<file path="src/rtl/shclk_chsel_pkg.sv">
package shclk_chsel_pkg;

  typedef enum logic [1:0] {
    ST_IDLE  = 2'd0,
    ST_RECOG = 2'd1,
    ST_SHIFT = 2'd2,
    ST_CONV  = 2'd3
  } fe_state_t;

  // bit positions inside the synchronized input bundle
  localparam int unsigned IN_SDI  = 0;
  localparam int unsigned IN_SCLK = 1;
  localparam int unsigned IN_CSN  = 2;
  localparam int unsigned IN_W    = 3;

endpackage

</file>
<file path="src/rtl/shclk_chsel_sync.sv">
module shclk_chsel_sync #(
  parameter int unsigned W       = 3,
  parameter int unsigned STAGES  = 2,
  parameter logic [W-1:0] RST_VAL = '0
) (
  input  logic         clk,
  input  logic         rst,
  input  logic [W-1:0] din,
  output logic [W-1:0] dout
);

  logic [STAGES-1:0][W-1:0] stg;

  generate
    if (STAGES == 1) begin : g_one
      always_ff @(posedge clk) begin
        if (rst) stg <= RST_VAL;
        else     stg <= din;
      end
    end else begin : g_many
      always_ff @(posedge clk) begin
        if (rst) stg <= {STAGES{RST_VAL}};
        else     stg <= {stg[STAGES-2:0], din};
      end
    end
  endgenerate

  assign dout = stg[STAGES-1];

endmodule

</file>
<file path="src/rtl/shclk_chsel_edge.sv">
module shclk_chsel_edge (
  input  logic clk,
  input  logic rst,
  input  logic lvl,
  output logic rise,
  output logic fall
);

  logic prev;

  always_ff @(posedge clk) begin
    if (rst) prev <= 1'b0;
    else     prev <= lvl;
  end

  assign rise = lvl & ~prev;
  assign fall = ~lvl & prev;

endmodule

</file>
<file path="src/rtl/shclk_chsel_count.sv">
module shclk_chsel_count #(
  parameter int unsigned W = 4
) (
  input  logic         clk,
  input  logic         rst,
  input  logic         clr,
  input  logic         inc,
  output logic [W-1:0] cnt
);

  always_ff @(posedge clk) begin
    if (rst || clr) cnt <= '0;
    else if (inc)   cnt <= cnt + 1'b1;
  end

endmodule

</file>
<file path="src/rtl/shclk_chsel_shift.sv">
module shclk_chsel_shift #(
  parameter int unsigned W = 8
) (
  input  logic         clk,
  input  logic         rst,
  input  logic         clr,
  input  logic         en,
  input  logic         din,
  output logic [W-1:0] q
);

  always_ff @(posedge clk) begin
    if (rst || clr) q <= '0;
    else if (en)    q <= {q[W-2:0], din};
  end

endmodule

</file>
<file path="src/rtl/shclk_chsel_fe.sv">
module shclk_chsel_fe
  import shclk_chsel_pkg::*;
#(
  parameter int unsigned ADDR_W      = 8,
  parameter int unsigned RECOG_RISES = 2,
  parameter int unsigned SAMPLE_AT   = 4,
  parameter int unsigned CONV_CLKS   = 36,
  parameter int unsigned SYNC_STAGES = 2
) (
  input  logic              clk,
  input  logic              rst,
  input  logic              sclk,
  input  logic              cs_n,
  input  logic              sdi,
  output logic [ADDR_W-1:0] chan_addr,
  output logic              sampling,
  output logic              hold_pulse,
  output logic              busy,
  output logic              addr_err
);

  localparam int unsigned RC_W = $clog2(RECOG_RISES + 1);
  localparam int unsigned VC_W = $clog2(ADDR_W + 1);
  localparam int unsigned CC_W = $clog2(CONV_CLKS + 1);
  localparam logic [RC_W-1:0] RC_FULL = RC_W'(RECOG_RISES);
  localparam logic [VC_W-1:0] VC_SAMP = VC_W'(SAMPLE_AT - 1);
  localparam logic [VC_W-1:0] VC_LAST = VC_W'(ADDR_W - 1);
  localparam logic [CC_W-1:0] CC_LAST = CC_W'(CONV_CLKS - 1);
  localparam logic [IN_W-1:0] IN_RST  = IN_W'(1) << IN_CSN;

  // aligned synchronization of all three inputs
  logic [IN_W-1:0] raw_in, syn_in;
  assign raw_in[IN_SDI]  = sdi;
  assign raw_in[IN_SCLK] = sclk;
  assign raw_in[IN_CSN]  = cs_n;

  shclk_chsel_sync #(
    .W(IN_W), .STAGES(SYNC_STAGES), .RST_VAL(IN_RST)
  ) u_sync (
    .clk(clk), .rst(rst), .din(raw_in), .dout(syn_in)
  );

  logic s_rise, s_fall;
  shclk_chsel_edge u_edge (
    .clk(clk), .rst(rst), .lvl(syn_in[IN_SCLK]), .rise(s_rise), .fall(s_fall)
  );

  logic cs_lo, d_in;
  assign cs_lo = ~syn_in[IN_CSN];
  assign d_in  = syn_in[IN_SDI];

  fe_state_t state;
  logic      armed;
  logic      cs_raised;

  // recognition rise counter
  logic [RC_W-1:0] rcnt;
  logic rc_clr, rc_inc;
  assign rc_clr = (state != ST_RECOG);
  assign rc_inc = (state == ST_RECOG) && s_rise && (rcnt != RC_FULL);

  shclk_chsel_count #(.W(RC_W)) u_rcnt (
    .clk(clk), .rst(rst), .clr(rc_clr), .inc(rc_inc), .cnt(rcnt)
  );

  // valid falling-edge counter
  logic [VC_W-1:0] vcnt;
  logic vc_clr, vc_inc;
  assign vc_clr = (state != ST_SHIFT);
  assign vc_inc = (state == ST_SHIFT) && cs_lo && s_fall;

  shclk_chsel_count #(.W(VC_W)) u_vcnt (
    .clk(clk), .rst(rst), .clr(vc_clr), .inc(vc_inc), .cnt(vcnt)
  );

  // conversion falling-edge counter
  logic [CC_W-1:0] ccnt;
  logic cc_clr, cc_inc;
  assign cc_clr = (state != ST_CONV);
  assign cc_inc = (state == ST_CONV) && s_fall;

  shclk_chsel_count #(.W(CC_W)) u_ccnt (
    .clk(clk), .rst(rst), .clr(cc_clr), .inc(cc_inc), .cnt(ccnt)
  );

  // address shifter, valid rising edges only
  logic [ADDR_W-1:0] sh_q;
  logic sh_clr, sh_en;
  assign sh_clr = (state != ST_SHIFT);
  assign sh_en  = (state == ST_SHIFT) && cs_lo && s_rise;

  shclk_chsel_shift #(.W(ADDR_W)) u_shift (
    .clk(clk), .rst(rst), .clr(sh_clr), .en(sh_en), .din(d_in), .q(sh_q)
  );

  // control sequence
  always_ff @(posedge clk) begin
    if (rst) begin
      state      <= ST_IDLE;
      armed      <= 1'b0;
      cs_raised  <= 1'b0;
      chan_addr  <= '0;
      sampling   <= 1'b0;
      hold_pulse <= 1'b0;
      busy       <= 1'b0;
      addr_err   <= 1'b0;
    end else begin
      hold_pulse <= 1'b0;
      unique case (state)
        ST_IDLE: begin
          if (!cs_lo) begin
            armed <= 1'b1;
          end else if (armed) begin
            state <= ST_RECOG;
          end
        end
        ST_RECOG: begin
          if (!cs_lo) begin
            state <= ST_IDLE;
          end else if (s_fall && (rcnt == RC_FULL)) begin
            state    <= ST_SHIFT;
            addr_err <= 1'b0;
          end
        end
        ST_SHIFT: begin
          if (!cs_lo) begin
            state    <= ST_IDLE;
            sampling <= 1'b0;
          end else if (s_fall) begin
            if (vcnt == VC_SAMP) sampling <= 1'b1;
            if (vcnt == VC_LAST) begin
              sampling   <= 1'b0;
              hold_pulse <= 1'b1;
              busy       <= 1'b1;
              chan_addr  <= sh_q;
              cs_raised  <= 1'b0;
              state      <= ST_CONV;
            end
          end
        end
        ST_CONV: begin
          if (!cs_lo) cs_raised <= 1'b1;
          if (s_rise && cs_lo && !cs_raised) addr_err <= 1'b1;
          if (s_fall && (ccnt == CC_LAST)) begin
            busy  <= 1'b0;
            armed <= 1'b0;
            state <= ST_IDLE;
          end
        end
        default: state <= ST_IDLE;
      endcase
    end
  end

endmodule

</file>
<file path="config.mk">
export PLATFORM = sky130hd
export DESIGN_NAME = shclk_chsel_fe
export DESIGN_NICKNAME = d
export VERILOG_FILES = /design/src/rtl/shclk_chsel_pkg.sv /design/src/rtl/shclk_chsel_sync.sv /design/src/rtl/shclk_chsel_edge.sv /design/src/rtl/shclk_chsel_count.sv /design/src/rtl/shclk_chsel_shift.sv /design/src/rtl/shclk_chsel_fe.sv
export SDC_FILE = /design/constraint.sdc
export NUM_CORES = 1
export LEC_CHECK = 0
export BUFFER_PORTS_ARGS = -buffer_cell sky130_fd_sc_hd__buf_2
export CAP_MARGIN = 0
export CORE_UTILIZATION = 45
export DETAILED_ROUTE_END_ITERATION = 8
export GPL_TIMING_DRIVEN = 0
export PLACE_DENSITY_LB_ADDON = 0.2
export SYNTH_ARGS = -nofsm -noshare
export SYNTH_HDL_FRONTEND = slang
export SYNTH_HIERARCHICAL = 1
export SYNTH_SLANG_ARGS = --single-unit
</file>
<file path="constraint.sdc">
create_clock -name clk -period 4.5 [get_ports clk]
set_clock_uncertainty 0.15 [all_clocks]
set_input_delay 0.9 -clock clk [delete_from_list [all_inputs] [get_ports clk]]
set_output_delay 0.9 -clock clk [all_outputs]
set_load 0.01 [all_outputs]
</file>
==> results.md, run 1 <==
* Power per cell area at 305.2 nW/um^2
* Fraction of power spent switching nets at 0.2022
* Fraction of synthesis flops using an asynchronous set or reset pin at 0
* Wire length per cell at 13.42 um
* Sequential element share of the synthesized area at 0.4751
* Total core area at 3771 um^2
* Status: finished, final reports clean
* Reg-to-reg critical path endpoint: u_vcnt/cnt[3]$_SDFFE_PP0P_
* Post-synth design cell area at 1812 um^2
* Number of cells upsized or downsized after cts at 0
* Minimum clock period at 2238 ps
* Number of I/O port buffers at 16
* Layout-stage area growth over the synthesis result at 11.74%
* Clk slew on worst S/H paths at 70 ps
* Highest routing layer actually used: met4
* Total Nets Final at 218
* Maximum clock insertion buffer count at 2
* Unrepaired setup endpoints after global routing: no
* Final number of hold-violating endpoints at 0
* CTS Buf Count at 5
* Average cell area after synthesis at 9.637 um^2
* Power share of the clock group at 0.354
* Number of nets with antenna violations after detailed routing at 0
* Endpoint, Worst Hold: u_sync/dout[2]$_SDFF_PP1_
* Weighted congestion reported at the end of routability-driven placement at 0.8019
* Number of cells traversed by the worst hold path at 1
* Die Y at 65.45 um
* Share of layout cells above drive strength 1 at 0.1762
* Max-slew violations at 0
* Post-CTS setup buffer count at 0
* Arrival time worst endpoint at 2260 ps
* Worst-case vdd ir drop at 0.1712 mV
* Routed via count divided by cell count at 5.434
* Part of the power in combinational logic at 0.023
* HPWL Detailed at 2.533 mm
* Worst setup EP type: flop
* Synthesized Nets at 195
* Flop pwr share at 0.623
* First-pass iteration count of the detailed router at 4
* Slew at the pin closest to its max-slew limit at 433.0 ps
* Sum of overflow across all layers after global routing at 0
* Initial Utilization at 0.4804
* Total track usage at 0.1822
* Root buf cell: sky130_fd_sc_hd__clkbuf_8
* Final period utilization at 0.4972
* Power, Total at 0.6179 mW
* Unique cell type count in the Yosys netlist at 45
* Leakage at 0.6905 nW
* M1 WL at 1.624 mm
* Number of antenna violations at the first check in global routing at 0
* Type of the most critical hold path: flop to flop
* Achievable frequency at 0.4469 GHz
* Worst r2r src: u_sync/dout[2]$_SDFF_PP1_
* X dimension of the die at 65.45 um
* Final Setup Violations at 0
* Largest net degree at the start of global routing at 22
* Setup slack of the most critical reg-to-reg path at 2260 ps
* Residual DRC at 0
* Hold bufs inserted after CTS at 0
* IO Count at 17
* Cells after synthesis at 188
* CTS tree: built
* Reg2Reg Depth at 7
* Startpoint Class: flop
* Wire length reported by the detailed router at 3.462 mm
* Yosys reg bits at 43
* Antenna cell count at 0
* Relative slew slack at 0.7098
* Synth warnings at 6
* DR iter-0 viols at 98
* Dominant register cell in the synthesized netlist: sky130_fd_sc_hd__dfxtp_1
* EDFF count, synth at 0
* Max Cap Viol at 0
* Global-route wire length before repair at 5.989 mm
* Internal at 0.4930 mW
* Worst-path maximum fanout at 10
* Classification of the worst setup path: flop to flop
* Number of global-route vias before repair at 1353
* Die area at 4284 um^2
* Number of vias in the routed layout at 1402
* Routed length on met3 at 111 um
* Num rows at 22
* Required time at the worst-slack endpoint at 4520 ps
* Total clock sinks at 43
* Met2 layer wire length in the routed design at 1.677 mm
* Net switching power at 0.1249 mW
* Startpoint of the worst hold path: u_sync/stg[2]$_SDFF_PP1_
* Total Neg Setup Slack at 0 ps
* H-tree lvl count at 2
* Later-pin clock latency in the skew report at 280 ps
==> registers in the layout, summed over array words and instances, names as in the netlist <==
| name | cells |
|---|---|
| chan_addr | 8 |
| u_shift/q | 8 |
| u_ccnt/cnt | 6 |
| u_vcnt/cnt | 4 |
| u_sync/dout | 3 |
| u_sync/stg | 3 |
| state | 2 |
| u_rcnt/cnt | 2 |
| addr_err | 1 |
| armed | 1 |
| busy | 1 |
| cs_raised | 1 |
| hold_pulse | 1 |
| sampling | 1 |
| u_edge/prev | 1 |
==> Yosys cell counts, types with 2 or more instances <==
| cell type | instances | share of area |
|---|---|---|
| sky130_fd_sc_hd__xnor2_1 | 3 | 0.015 |
| sky130_fd_sc_hd__a21oi_1 | 13 | 0.036 |
| sky130_fd_sc_hd__or2_1 | 3 | 0.010 |
| sky130_fd_sc_hd__a31oi_1 | 4 | 0.014 |
| sky130_fd_sc_hd__nor2b_1 | 7 | 0.024 |
| sky130_fd_sc_hd__o21ai_0 | 2 | 0.0055 |
| sky130_fd_sc_hd__nor3_1 | 4 | 0.011 |
| sky130_fd_sc_hd__o31ai_1 | 8 | 0.033 |
| sky130_fd_sc_hd__xor2_1 | 3 | 0.015 |
| sky130_fd_sc_hd__mux2i_1 | 10 | 0.055 |
| sky130_fd_sc_hd__or2_2 | 2 | 0.0069 |
| sky130_fd_sc_hd__nand3b_1 | 4 | 0.017 |
| sky130_fd_sc_hd__buf_2 | 2 | 0.0055 |
| sky130_fd_sc_hd__nand2_1 | 7 | 0.015 |
| sky130_fd_sc_hd__or4b_1 | 2 | 0.011 |
| sky130_fd_sc_hd__nand4_1 | 10 | 0.035 |
| sky130_fd_sc_hd__nor2_1 | 20 | 0.041 |
| sky130_fd_sc_hd__buf_6 | 2 | 0.012 |
| sky130_fd_sc_hd__inv_1 | 3 | 0.0062 |
| sky130_fd_sc_hd__nor3b_1 | 2 | 0.0083 |
| sky130_fd_sc_hd__nand3_1 | 3 | 0.0083 |
| sky130_fd_sc_hd__clkbuf_1 | 4 | 0.0083 |
| sky130_fd_sc_hd__buf_4 | 5 | 0.021 |
| sky130_fd_sc_hd__dfxtp_1 | 43 | 0.48 |
| sky130_fd_sc_hd__ha_1 | 2 | 0.014 |
==> kinds of logic after synthesis <==
family / Yosys count / synth area share
AO/OA/AOI/OAI: 35 / 0.1298
AND/OR/NAND/NOR: 74 / 0.2355
flip-flops: 43 / 0.4751
adder cells (fa/ha/maj): 2 / 0.01381
buffers and inverters: 17 / 0.05525
multiplexers: 11 / 0.06147
XOR/XNOR: 6 / 0.02901
==> power by group through the flow <==
stage                     Combinational [mW]  Clock (mW)  Sequential [mW]
after floorplan                      0.00821           0            0.393
after global placement                0.0137           0            0.394
after detailed placement              0.0141           0            0.394
after CTS                             0.0142       0.227            0.385
after global routing                  0.0160       0.243            0.385
final                                 0.0140       0.219            0.385
==> worst max-delay path: stages (launching register included) <==
cell                       delay [ps]
sky130_fd_sc_hd__dfxtp_1          300
sky130_fd_sc_hd__buf_4            120
sky130_fd_sc_hd__clkbuf_1         190
sky130_fd_sc_hd__or3b_1           400
sky130_fd_sc_hd__buf_6            150
sky130_fd_sc_hd__nor2_1           320
sky130_fd_sc_hd__nand4_1          160
sky130_fd_sc_hd__mux2_1           340
==> area by class of cell <==
cell class | count | area (um^2)
fill | 339 | 1747
sequential | 43 | 860.8
multi-input combinational | 128 | 850.8
buffer | 13 | 85.08
timing repair buffer | 16 | 80.08
clock buffer | 6 | 72.57
tap | 48 | 60.06
inverter | 4 | 15.01
==> worst max-delay path by stage <==
stage,cells past startpoint,endpoint,slack (ps),startpoint
detailed placement,7,u_vcnt/cnt[3]$_SDFFE_PP0P_,2280,u_sync/dout[2]$_SDFF_PP1_
floorplan,7,u_vcnt/cnt[3]$_SDFFE_PP0P_,2480,u_sync/dout[2]$_SDFF_PP1_
CTS,7,u_vcnt/cnt[3]$_SDFFE_PP0P_,2270,u_sync/dout[2]$_SDFF_PP1_
global route,7,u_ccnt/cnt[5]$_SDFFE_PP0P_,2070,u_sync/dout[1]$_SDFF_PP0_
finish,7,u_vcnt/cnt[3]$_SDFFE_PP0P_,2260,u_sync/dout[2]$_SDFF_PP1_
global placement,7,u_vcnt/cnt[3]$_SDFFE_PP0P_,2330,u_sync/dout[2]$_SDFF_PP1_
==> routing by layer <==
metal | vias to the layer above | track usage
li1 | 707 | -
met1 | 670 | 0.2140
met2 | 21 | 0.3080
met3 | 4 | 0.04340
met4 | 0 | 0.08967
met5 | - | 0
==> through the flow <==
| step | std cells | hold slack [ps] | util | cell area (um^2) | worst slack (ps) |
|---|---|---|---|---|---|
| 2_1_floorplan | 188 | 233.2 | - | 1812 | 2476 |
| 3_3_place_gp | 252 | 243.3 | 0.5176 | 1952 | 2325 |
| 3_5_place_dp | 252 | 250.8 | 0.5176 | 1952 | 2278 |
| 4_1_cts | 258 | 268.5 | 0.5368 | 2024 | 2267 |
| 5_1_grt | 258 | 300.2 | 0.5368 | 2024 | 2067 |
| 6_report | 258 | 266.4 | 0.5368 | 2024 | 2262 |
==> cell usage in the layout, fill, tap and decap left out, types with 2 or more instances in the layout <==
cell type / instances
sky130_fd_sc_hd__dfxtp_1: 43
sky130_fd_sc_hd__nor2_1: 20
sky130_fd_sc_hd__buf_2: 18
sky130_fd_sc_hd__a21oi_1: 13
sky130_fd_sc_hd__nand4_1: 10
sky130_fd_sc_hd__mux2i_1: 10
sky130_fd_sc_hd__o31ai_1: 8
sky130_fd_sc_hd__nand2_1: 7
sky130_fd_sc_hd__nor2b_1: 7
sky130_fd_sc_hd__buf_4: 5
sky130_fd_sc_hd__clkbuf_1: 5
sky130_fd_sc_hd__clkbuf_8: 5
sky130_fd_sc_hd__a31oi_1: 4
sky130_fd_sc_hd__nor3_1: 4
sky130_fd_sc_hd__nand3b_1: 4
sky130_fd_sc_hd__inv_1: 3
sky130_fd_sc_hd__nand3_1: 3
sky130_fd_sc_hd__xnor2_1: 3
sky130_fd_sc_hd__xor2_1: 3
sky130_fd_sc_hd__or2_1: 3
sky130_fd_sc_hd__nor3b_1: 2
sky130_fd_sc_hd__buf_6: 2
sky130_fd_sc_hd__or4b_1: 2
sky130_fd_sc_hd__o21ai_0: 2
sky130_fd_sc_hd__or2_2: 2
sky130_fd_sc_hd__ha_1: 2
No activity file was read; power rests on OpenSTA's default activity.
==> run 2, diff against run 1 <==
--- a/config.mk
+++ b/config.mk
@@ -5,6 +5,7 @@
 export SDC_FILE = /design/constraint.sdc
 export NUM_CORES = 1
 export LEC_CHECK = 0
+export ABC_AREA = 1
 export BUFFER_PORTS_ARGS = -buffer_cell sky130_fd_sc_hd__buf_2
 export CAP_MARGIN = 0
 export CORE_UTILIZATION = 45
==> constraint.sdc (replaced) <==
create_clock -name clk -period 2.1 [get_ports clk]
set_clock_uncertainty 0.15 [all_clocks]
set_input_delay 0.42 -clock clk [delete_from_list [all_inputs] [get_ports clk]]
set_output_delay 0.42 -clock clk [all_outputs]
set_load 0.01 [all_outputs]
==> run 2 against run 1 <==
Against the previous run: fmax up 18%; setup slack worse by 2100 ps; combinational power rose to 20 times the previous value; die area rose by 7.0%; cell count up 35%; final area rose by 8.8%; register-to-register slack got worse by 2100 ps; hold slack worse by 100 ps; clock power grew to 3.0 times the previous value; via count is 12% higher; first-iteration DRC count down 48%.
==> results.md, run 2 <==
* Arrival time worst endpoint at 1940 ps (-320 ps)
* Unique cell type count in the Yosys netlist at 27 (-40%)
* Number of I/O port buffers at 16 (unchanged)
* Wire length per cell at 9.555 um (-29%)
* Cell with the most instances on the worst path: sky130_fd_sc_hd__nor2_1
* Antenna cell count at 0 (unchanged)
* Type of the most critical hold path: input pin to flop
* Classification of the worst setup path: flop to flop
* Number of global-route vias before repair at 1338 (-1.1%)
* Initial Utilization at 0.4755 (-0.004919)
* Dominant register cell in the synthesized netlist: sky130_fd_sc_hd__dfxtp_1
* Average cell area after synthesis at 7.092 um^2 (-26%)
* Flop pwr share at 0.482 (-0.141)
* Final number of hold-violating endpoints at 0 (unchanged)
* Fraction of synthesis flops using an asynchronous set or reset pin at 0 (unchanged)
* Total clock sinks at 43 (unchanged)
* First-pass iteration count of the detailed router at 4 (unchanged)
* X dimension of the die at 67.71 um (+3.5%)
* Number of nets with antenna violations after detailed routing at 0 (unchanged)
* Post-synth design cell area at 1943 um^2 (+7.3%)
* HPWL Detailed at 2.402 mm (-5.2%)
* Slew at the pin closest to its max-slew limit at 531.8 ps (+98.82 ps)
* Total Nets Final at 304 (+39%)
* Post-CTS setup buffer count at 0 (unchanged)
* Most frequent cell after synthesis: sky130_fd_sc_hd__nor2_1
* Cell taking the most area after synthesis: sky130_fd_sc_hd__dfxtp_1
* Part of the power in combinational logic at 0.154 (+0.131)
* Synthesized Nets at 281 (+44%)
* Worst-path maximum fanout at 7 (-3)
* Max-slew violations at 0 (unchanged)
* Later-pin clock latency in the skew report at 290 ps (about the same)
* CTS Buf Count at 5 (unchanged)
* Number of vias in the routed layout at 1569 (+12%)
* Maximum clock insertion buffer count at 2 (unchanged)
* Global-route wire length before repair at 5.740 mm (-4.2%)
* Number of fill cells at 415 (+22%)
* Relative slew slack at 0.6433 (-0.06649)
* Die Y at 67.71 um (+3.5%)
* H-tree lvl count at 2 (unchanged)
* Yosys reg bits at 43 (unchanged)
* Cell Chain, Critical Path: buf_4, nor2_1, inv_1, nor2_1, nand2_2, nor2_4, nand3_1, nand2_1, nor2_1
* Cells after synthesis at 274 (+46%)
* DR iter-0 viols at 51 (-48%)
* Total track usage at 0.1681 (-0.01408)
* Highest-count cells in the layout ignoring fill and taps: 65 x sky130_fd_sc_hd__nor2_1, 51 x sky130_fd_sc_hd__nand2_1, 43 x sky130_fd_sc_hd__dfxtp_1
* Final Setup Violations at 0 (unchanged)
* Biggest registers after layout: chan_addr: 8 flops, u_shift/q: 8 flops, u_ccnt/cnt: 6 flops
* Most common cell after layout, fill and taps aside: sky130_fd_sc_hd__nor2_1
* Root buf cell: sky130_fd_sc_hd__clkbuf_8
* Required time at the worst-slack endpoint at 2150 ps (-2370 ps)
* Routed via count divided by cell count at 4.509 (-17%)
* Unrepaired setup endpoints after global routing: no
* Worst setup EP type: flop
* Status: finished, final reports clean
* Clk slew on worst S/H paths at 80 ps (about the same)
* CTS tree: built
* Hold bufs inserted after CTS at 0 (unchanged)
* Slowest stage cell on the critical path: sky130_fd_sc_hd__nor2_1
* Weighted congestion reported at the end of routability-driven placement at 0.8810 (+9.9%)
* Synth warnings at 6 (unchanged)
* Total Neg Setup Slack at 0 ps (unchanged)
* Number of antenna violations at the first check in global routing at 0 (unchanged)
* Power share of the clock group at 0.364 (+0.010)
* Internal at 1.328 mW (+170%)
* Sum of overflow across all layers after global routing at 0 (unchanged)
* Total core area at 4086 um^2 (+8.4%)
* Fraction of synthesized cell area taken by the top area cell type at 0.4430 (-0.03212)
* Most area-consuming cells after synthesis: sky130_fd_sc_hd__dfxtp_1 44%, sky130_fd_sc_hd__nor2_1 13%, sky130_fd_sc_hd__nand2_1 9.9%, sky130_fd_sc_hd__inv_1 7.3%, sky130_fd_sc_hd__nand3_1 3.6%
* Final period utilization at 0.9034 (+0.4062)
* Power per cell area at 822.8 nW/um^2 (+170%)
* Sequential element share of the synthesized area at 0.4430 (-0.03212)
* Layout-stage area growth over the synthesis result at 13.39%
* IO Count at 17 (unchanged)
* Cell types with the highest counts after synthesis: 65 x sky130_fd_sc_hd__nor2_1, 51 x sky130_fd_sc_hd__nand2_1, 43 x sky130_fd_sc_hd__dfxtp_1
* Worst-case vdd ir drop at 0.5177 mV (+200%)
* Startpoint Class: flop
* Net switching power at 0.4847 mW (+290%)
* Minimum clock period at 1897 ps (-340.3 ps)
* Die area at 4585 um^2 (+7.0%)
* Power, Total at 1.813 mW (+190%)
* Num rows at 23 (+4.5%)
* Post-route setup slack at 202.8 ps (-2060 ps)
* Residual DRC at 0 (unchanged)
* Share of layout cells above drive strength 1 at 0.1846 (+0.008373)
* Largest incremental delay on the critical path at 370 ps (-30 ps)
* Leakage at 0.9789 nW (+42%)
* Final hold slack at 162.8 ps (-103.7 ps)
* Wire length reported by the detailed router at 3.325 mm (-4.0%)
* EDFF count, synth at 0 (unchanged)
* Achievable frequency at 0.5271 GHz (+18%)
* Max Cap Viol at 0 (unchanged)
* Worst-case setup slack after placement at 204.2 ps (-2073 ps)
* Fraction of power spent switching nets at 0.2673 (+0.06517)
* Largest net degree at the start of global routing at 15 (-32%)
* Number of cells upsized or downsized after cts at 0 (unchanged)
==> run 2: cell count changes after synthesis, sizes merged, moves of 8 or more <==
cell / delta
nand2: +50
nand3: +11
nor2: +53
o31ai: -8
inv: +42
nand4: -10
mux2i: -10
o21ai: +13
==> run 2: power by group through the flow <==
stage                     Clock (mW)  Combinational (mW)  Sequential (mW)
final                          0.660               0.279            0.874
after global routing           0.712               0.322            0.878
after CTS                      0.678               0.280            0.873
after detailed placement           0               0.277            0.892
after global placement             0               0.276            0.893
after floorplan                    0               0.229            0.886
==> run 2: path summary, 6_finish.rpt <==
| check | from | end | slack [ps] | cells after the start |
|---|---|---|---|---|
| min | cs_n | u_sync/stg[2]$_SDFF_PP1_ | 160 | 3 |
| max reg2reg | u_sync/dout[1]$_SDFF_PP0_ | u_ccnt/cnt[5]$_SDFFE_PP0P_ | 200 | 9 |
| min reg2reg | u_sync/stg[1]$_SDFF_PP0_ | u_sync/dout[1]$_SDFF_PP0_ | 260 | 2 |
| max | u_sync/dout[1]$_SDFF_PP0_ | u_ccnt/cnt[5]$_SDFFE_PP0P_ | 200 | 9 |
==> run 2: kinds of logic after synthesis <==
family / Yosys count / share of synthesized area
adders and majority gates: 2 / 0.01288
and+or+nand+nor: 147 / 0.3406
buffers and inverters: 52 / 0.1198
DFF: 43 / 0.4430
AOI/OAI and AO/OA: 30 / 0.08371
==> run 2: stage by stage <==
step / util / instances / cell area [um^2]
4_1_cts: 0.5392 / 348 / 2203
2_1_floorplan: - / 274 / 1943
3_3_place_gp: 0.5104 / 340 / 2086
3_5_place_dp: 0.5104 / 340 / 2086
6_report: 0.5392 / 348 / 2203
5_1_grt: 0.5392 / 348 / 2203
==> run 2: worst max-delay path: cells and delay by family (launching register included) <==
kind	cells	cell delay (ps)
buf+inv	2	230
simple gates	7	1130
flops	1	300
==> run 2: cell type report <==
type	count	area (um^2)	area share
inverter	46	178.9	0.08120
sequential	43	860.8	0.3907
tap	50	62.56	0.02839
timing repair buffer	16	80.08	0.03634
clock inverter	2	35.03	0.01590
buffer	6	53.80	0.02442
multi-input combinational	179	849.6	0.3856
clock buffer	6	82.58	0.03748
==> run 2: routing by layer <==
layer / part of all wire / GRT usage
met1: 0.53 / 0.2287
met5: 0 / 0
met3: 0.033 / 0.04561
met4: 0.011 / 0.05585
met2: 0.43 / 0.2537
==> run 3, diff against run 2 <==
--- a/config.mk
+++ b/config.mk
@@ -12,6 +12,7 @@
 export DETAILED_ROUTE_END_ITERATION = 8
 export GPL_TIMING_DRIVEN = 0
 export PLACE_DENSITY_LB_ADDON = 0.2
+export SETUP_SLACK_MARGIN = 0.3
 export SYNTH_ARGS = -nofsm -noshare
 export SYNTH_HDL_FRONTEND = slang
 export SYNTH_HIERARCHICAL = 1
==> run 3 against run 2 <==
Against the previous run: sequential power about the same; total power up 0.30%; hold slack about the same; critical endpoint is now u_shift/q[4]$_SDFFE_PP0P_.
==> results.md, run 3 (same netlist as run 2, synthesis figures left out) <==
* Status: finished, final reports clean
* Total track usage at 0.1681 (unchanged)
* Power, Total at 1.818 mW (+0.30%)
* Power per cell area at 818.8 nW/um^2 (-0.49%)
* Arrival time worst endpoint at 1700 ps (-240 ps)
* Slowest stage cell on the critical path: sky130_fd_sc_hd__dfxtp_1
* Required time at the worst-slack endpoint at 2150 ps (about the same)
* Wire length per cell at 9.612 um (+0.60%)
* Later-pin clock latency in the skew report at 290 ps (about the same)
* Endpoint, Worst Hold: u_sync/stg[2]$_SDFF_PP1_
* Largest incremental delay on the critical path at 370 ps (about the same)
* Setup slack of the most critical reg-to-reg path at 450 ps (+250 ps)
* Worst-case vdd ir drop at 0.5546 mV (+7.1%)
* Number of nets with antenna violations after detailed routing at 0 (unchanged)
* Worst r2r src: state[0]$_SDFFE_PP0P_
* First-pass iteration count of the detailed router at 4 (unchanged)
* Residual DRC at 0 (unchanged)
* CTS tree: built
* Reg-to-reg critical path endpoint: u_shift/q[4]$_SDFFE_PP0P_
* X dimension of the die at 67.71 um (unchanged)
* HPWL Detailed at 2.402 mm (unchanged)
* H-tree lvl count at 2 (unchanged)
* Cell Chain, Critical Path: inv_2, nand2_2, nor2_4, inv_4, nor2_1, buf_6, buf_8, nand2_1, nand2_1, nor2_2
* Number of cells traversed by the worst hold path at 3 (unchanged)
* Die area at 4585 um^2 (unchanged)
* Routed via count divided by cell count at 4.506 (about the same)
* Final Setup Violations at 0 (unchanged)
* Number of cells in the design after placement at 340 (unchanged)
* Largest net degree at the start of global routing at 15 (unchanged)
* Post-CTS setup buffer count at 0 (unchanged)
* Layout-stage area growth over the synthesis result at 14.29%
* Total Nets Final at 304 (unchanged)
* Max-slew violations at 0 (unchanged)
* Number of global-route vias before repair at 1338 (unchanged)
* Final period utilization at 0.7865 (-0.1170)
* Achievable frequency at 0.6055 GHz (+15%)
* Weighted congestion reported at the end of routability-driven placement at 0.8810 (unchanged)
* Sum of overflow across all layers after global routing at 0 (unchanged)
* Worst setup EP type: flop
* Leakage at 0.9787 nW (about the same)
* DR iter-0 viols at 60 (+18%)
* Worst-path maximum fanout at 10 (+3)
* Maximum clock insertion buffer count at 2 (unchanged)
* Biggest registers after layout: chan_addr: 8 flops, u_shift/q: 8 flops, u_ccnt/cnt: 6 flops
* Non-filler cells in the finished layout at 348 (unchanged)
* Minimum clock period at 1652 ps (-245.6 ps)
* Initial Utilization at 0.4755 (unchanged)
* Number of fill cells at 417 (+0.48%)
* Type of the most critical hold path: input pin to flop
* Highest-count cells in the layout ignoring fill and taps: 62 x sky130_fd_sc_hd__nor2_1, 51 x sky130_fd_sc_hd__nand2_1, 43 x sky130_fd_sc_hd__dfxtp_1
* Die Y at 67.71 um (unchanged)
* Classification of the worst setup path: flop to flop
* Total Neg Setup Slack at 0 ps (unchanged)
* Clk slew on worst S/H paths at 80 ps (about the same)
* Most common cell after layout, fill and taps aside: sky130_fd_sc_hd__nor2_1
* Root buf cell: sky130_fd_sc_hd__clkbuf_8
* Reg2Reg Depth at 10 (+1)
* Wire length reported by the detailed router at 3.345 mm (+0.60%)
* Number of antenna violations at the first check in global routing at 0 (unchanged)
* Hold bufs inserted after CTS at 0 (unchanged)
* Global-route wire length before repair at 5.740 mm (unchanged)
* Startpoint of the worst hold path: cs_n
* Num rows at 23 (unchanged)
* Total clock sinks at 43 (unchanged)
* Relative slew slack at 0.7526 (+0.1093)
* IO Count at 17 (unchanged)
* Cell with the most instances on the worst path: sky130_fd_sc_hd__nand2_1
* Share of layout cells above drive strength 1 at 0.1980 (+0.01342)
* Number of vias in the routed layout at 1568 (-0.064%)
* Max Cap Viol at 0 (unchanged)
* Antenna cell count at 0 (unchanged)
* CTS Buf Count at 5 (unchanged)
* Unrepaired setup endpoints after global routing: no
* Number of I/O port buffers at 16 (unchanged)
* Final number of hold-violating endpoints at 0 (unchanged)
* Total core area at 4086 um^2 (unchanged)
* Startpoint Class: flop
* Slew at the pin closest to its max-slew limit at 369.7 ps (-162.1 ps)
## run 3: worst max-delay path by stage
stage          slack [ps]  cells past startpoint                    endpoint                 startpoint
6_report              450                     10   u_shift/q[4]$_SDFFE_PP0P_      state[0]$_SDFFE_PP0P_
4_1_cts               300                      9  u_ccnt/cnt[5]$_SDFFE_PP0P_  u_sync/dout[1]$_SDFF_PP0_
5_1_grt               320                      7   chan_addr[0]$_SDFFE_PP0P_  u_sync/dout[1]$_SDFF_PP0_
3_5_place_dp          200                      9  u_ccnt/cnt[5]$_SDFFE_PP0P_  u_sync/dout[1]$_SDFF_PP0_
3_3_place_gp          210                      9  u_ccnt/cnt[5]$_SDFFE_PP0P_  u_sync/dout[1]$_SDFF_PP0_
2_1_floorplan         460                      9  u_ccnt/cnt[5]$_SDFFE_PP0P_  u_sync/dout[1]$_SDFF_PP0_
## run 3: area by class of cell
type,count,area [um^2],share of cell area
Clock inverter,2,35.03,0.01577
Timing Repair Buffer,16,80.08,0.03606
Tap cell,50,62.56,0.02817
Clock buffer,6,82.58,0.03718
Sequential cell,43,860.8,0.3876
Multi-Input combinational cell,179,867.1,0.3904
Inverter,46,178.9,0.08056
Buffer,6,53.80,0.02423
## run 3: what timing repair did
| item | CTS | global route |
|---|---|---|
| gates resized for setup | 2 | 3 |
| pin swaps | 0 | 0 |
| endpoints found under the setup margin | 4 | 15 |
## run 3: report_power, final
group          total (mW)  internal, mW  switching, mW
Combinational       0.284        0.0989          0.185
Sequential          0.875         0.845         0.0303
Clock               0.659         0.385          0.275
## run 3: critical path, delay by kind of cell, from the launching register on
| kind | cells | cell delay, ps |
|---|---|---|
| buffers and inverters | 4 | 440 |
| flip-flops | 1 | 370 |
| AND/OR/NAND/NOR | 6 | 590 |
## run 3: through the flow
step | setup WS, ps | hold slack, ps | util | instance area (um^2)
after detailed placement | 204.2 | 246.0 | 0.5104 | 2086
after CTS | 299.3 | 162.7 | 0.5404 | 2208
after global placement | 214.8 | 239.5 | 0.5104 | 2086
after global routing | 324.9 | 180.8 | 0.5435 | 2221
after floorplan | 457.5 | 236.5 | - | 1943
final | 448.4 | 162.8 | 0.5435 | 2221
## run 3: per-layer routing
metal,global-route usage,up-vias,routed length (um)
li1,-,877,-
met1,0.2287,669,1767
met2,0.2537,17,1446
met3,0.04561,5,91
met4,0.05585,0,39
met5,0,-,0
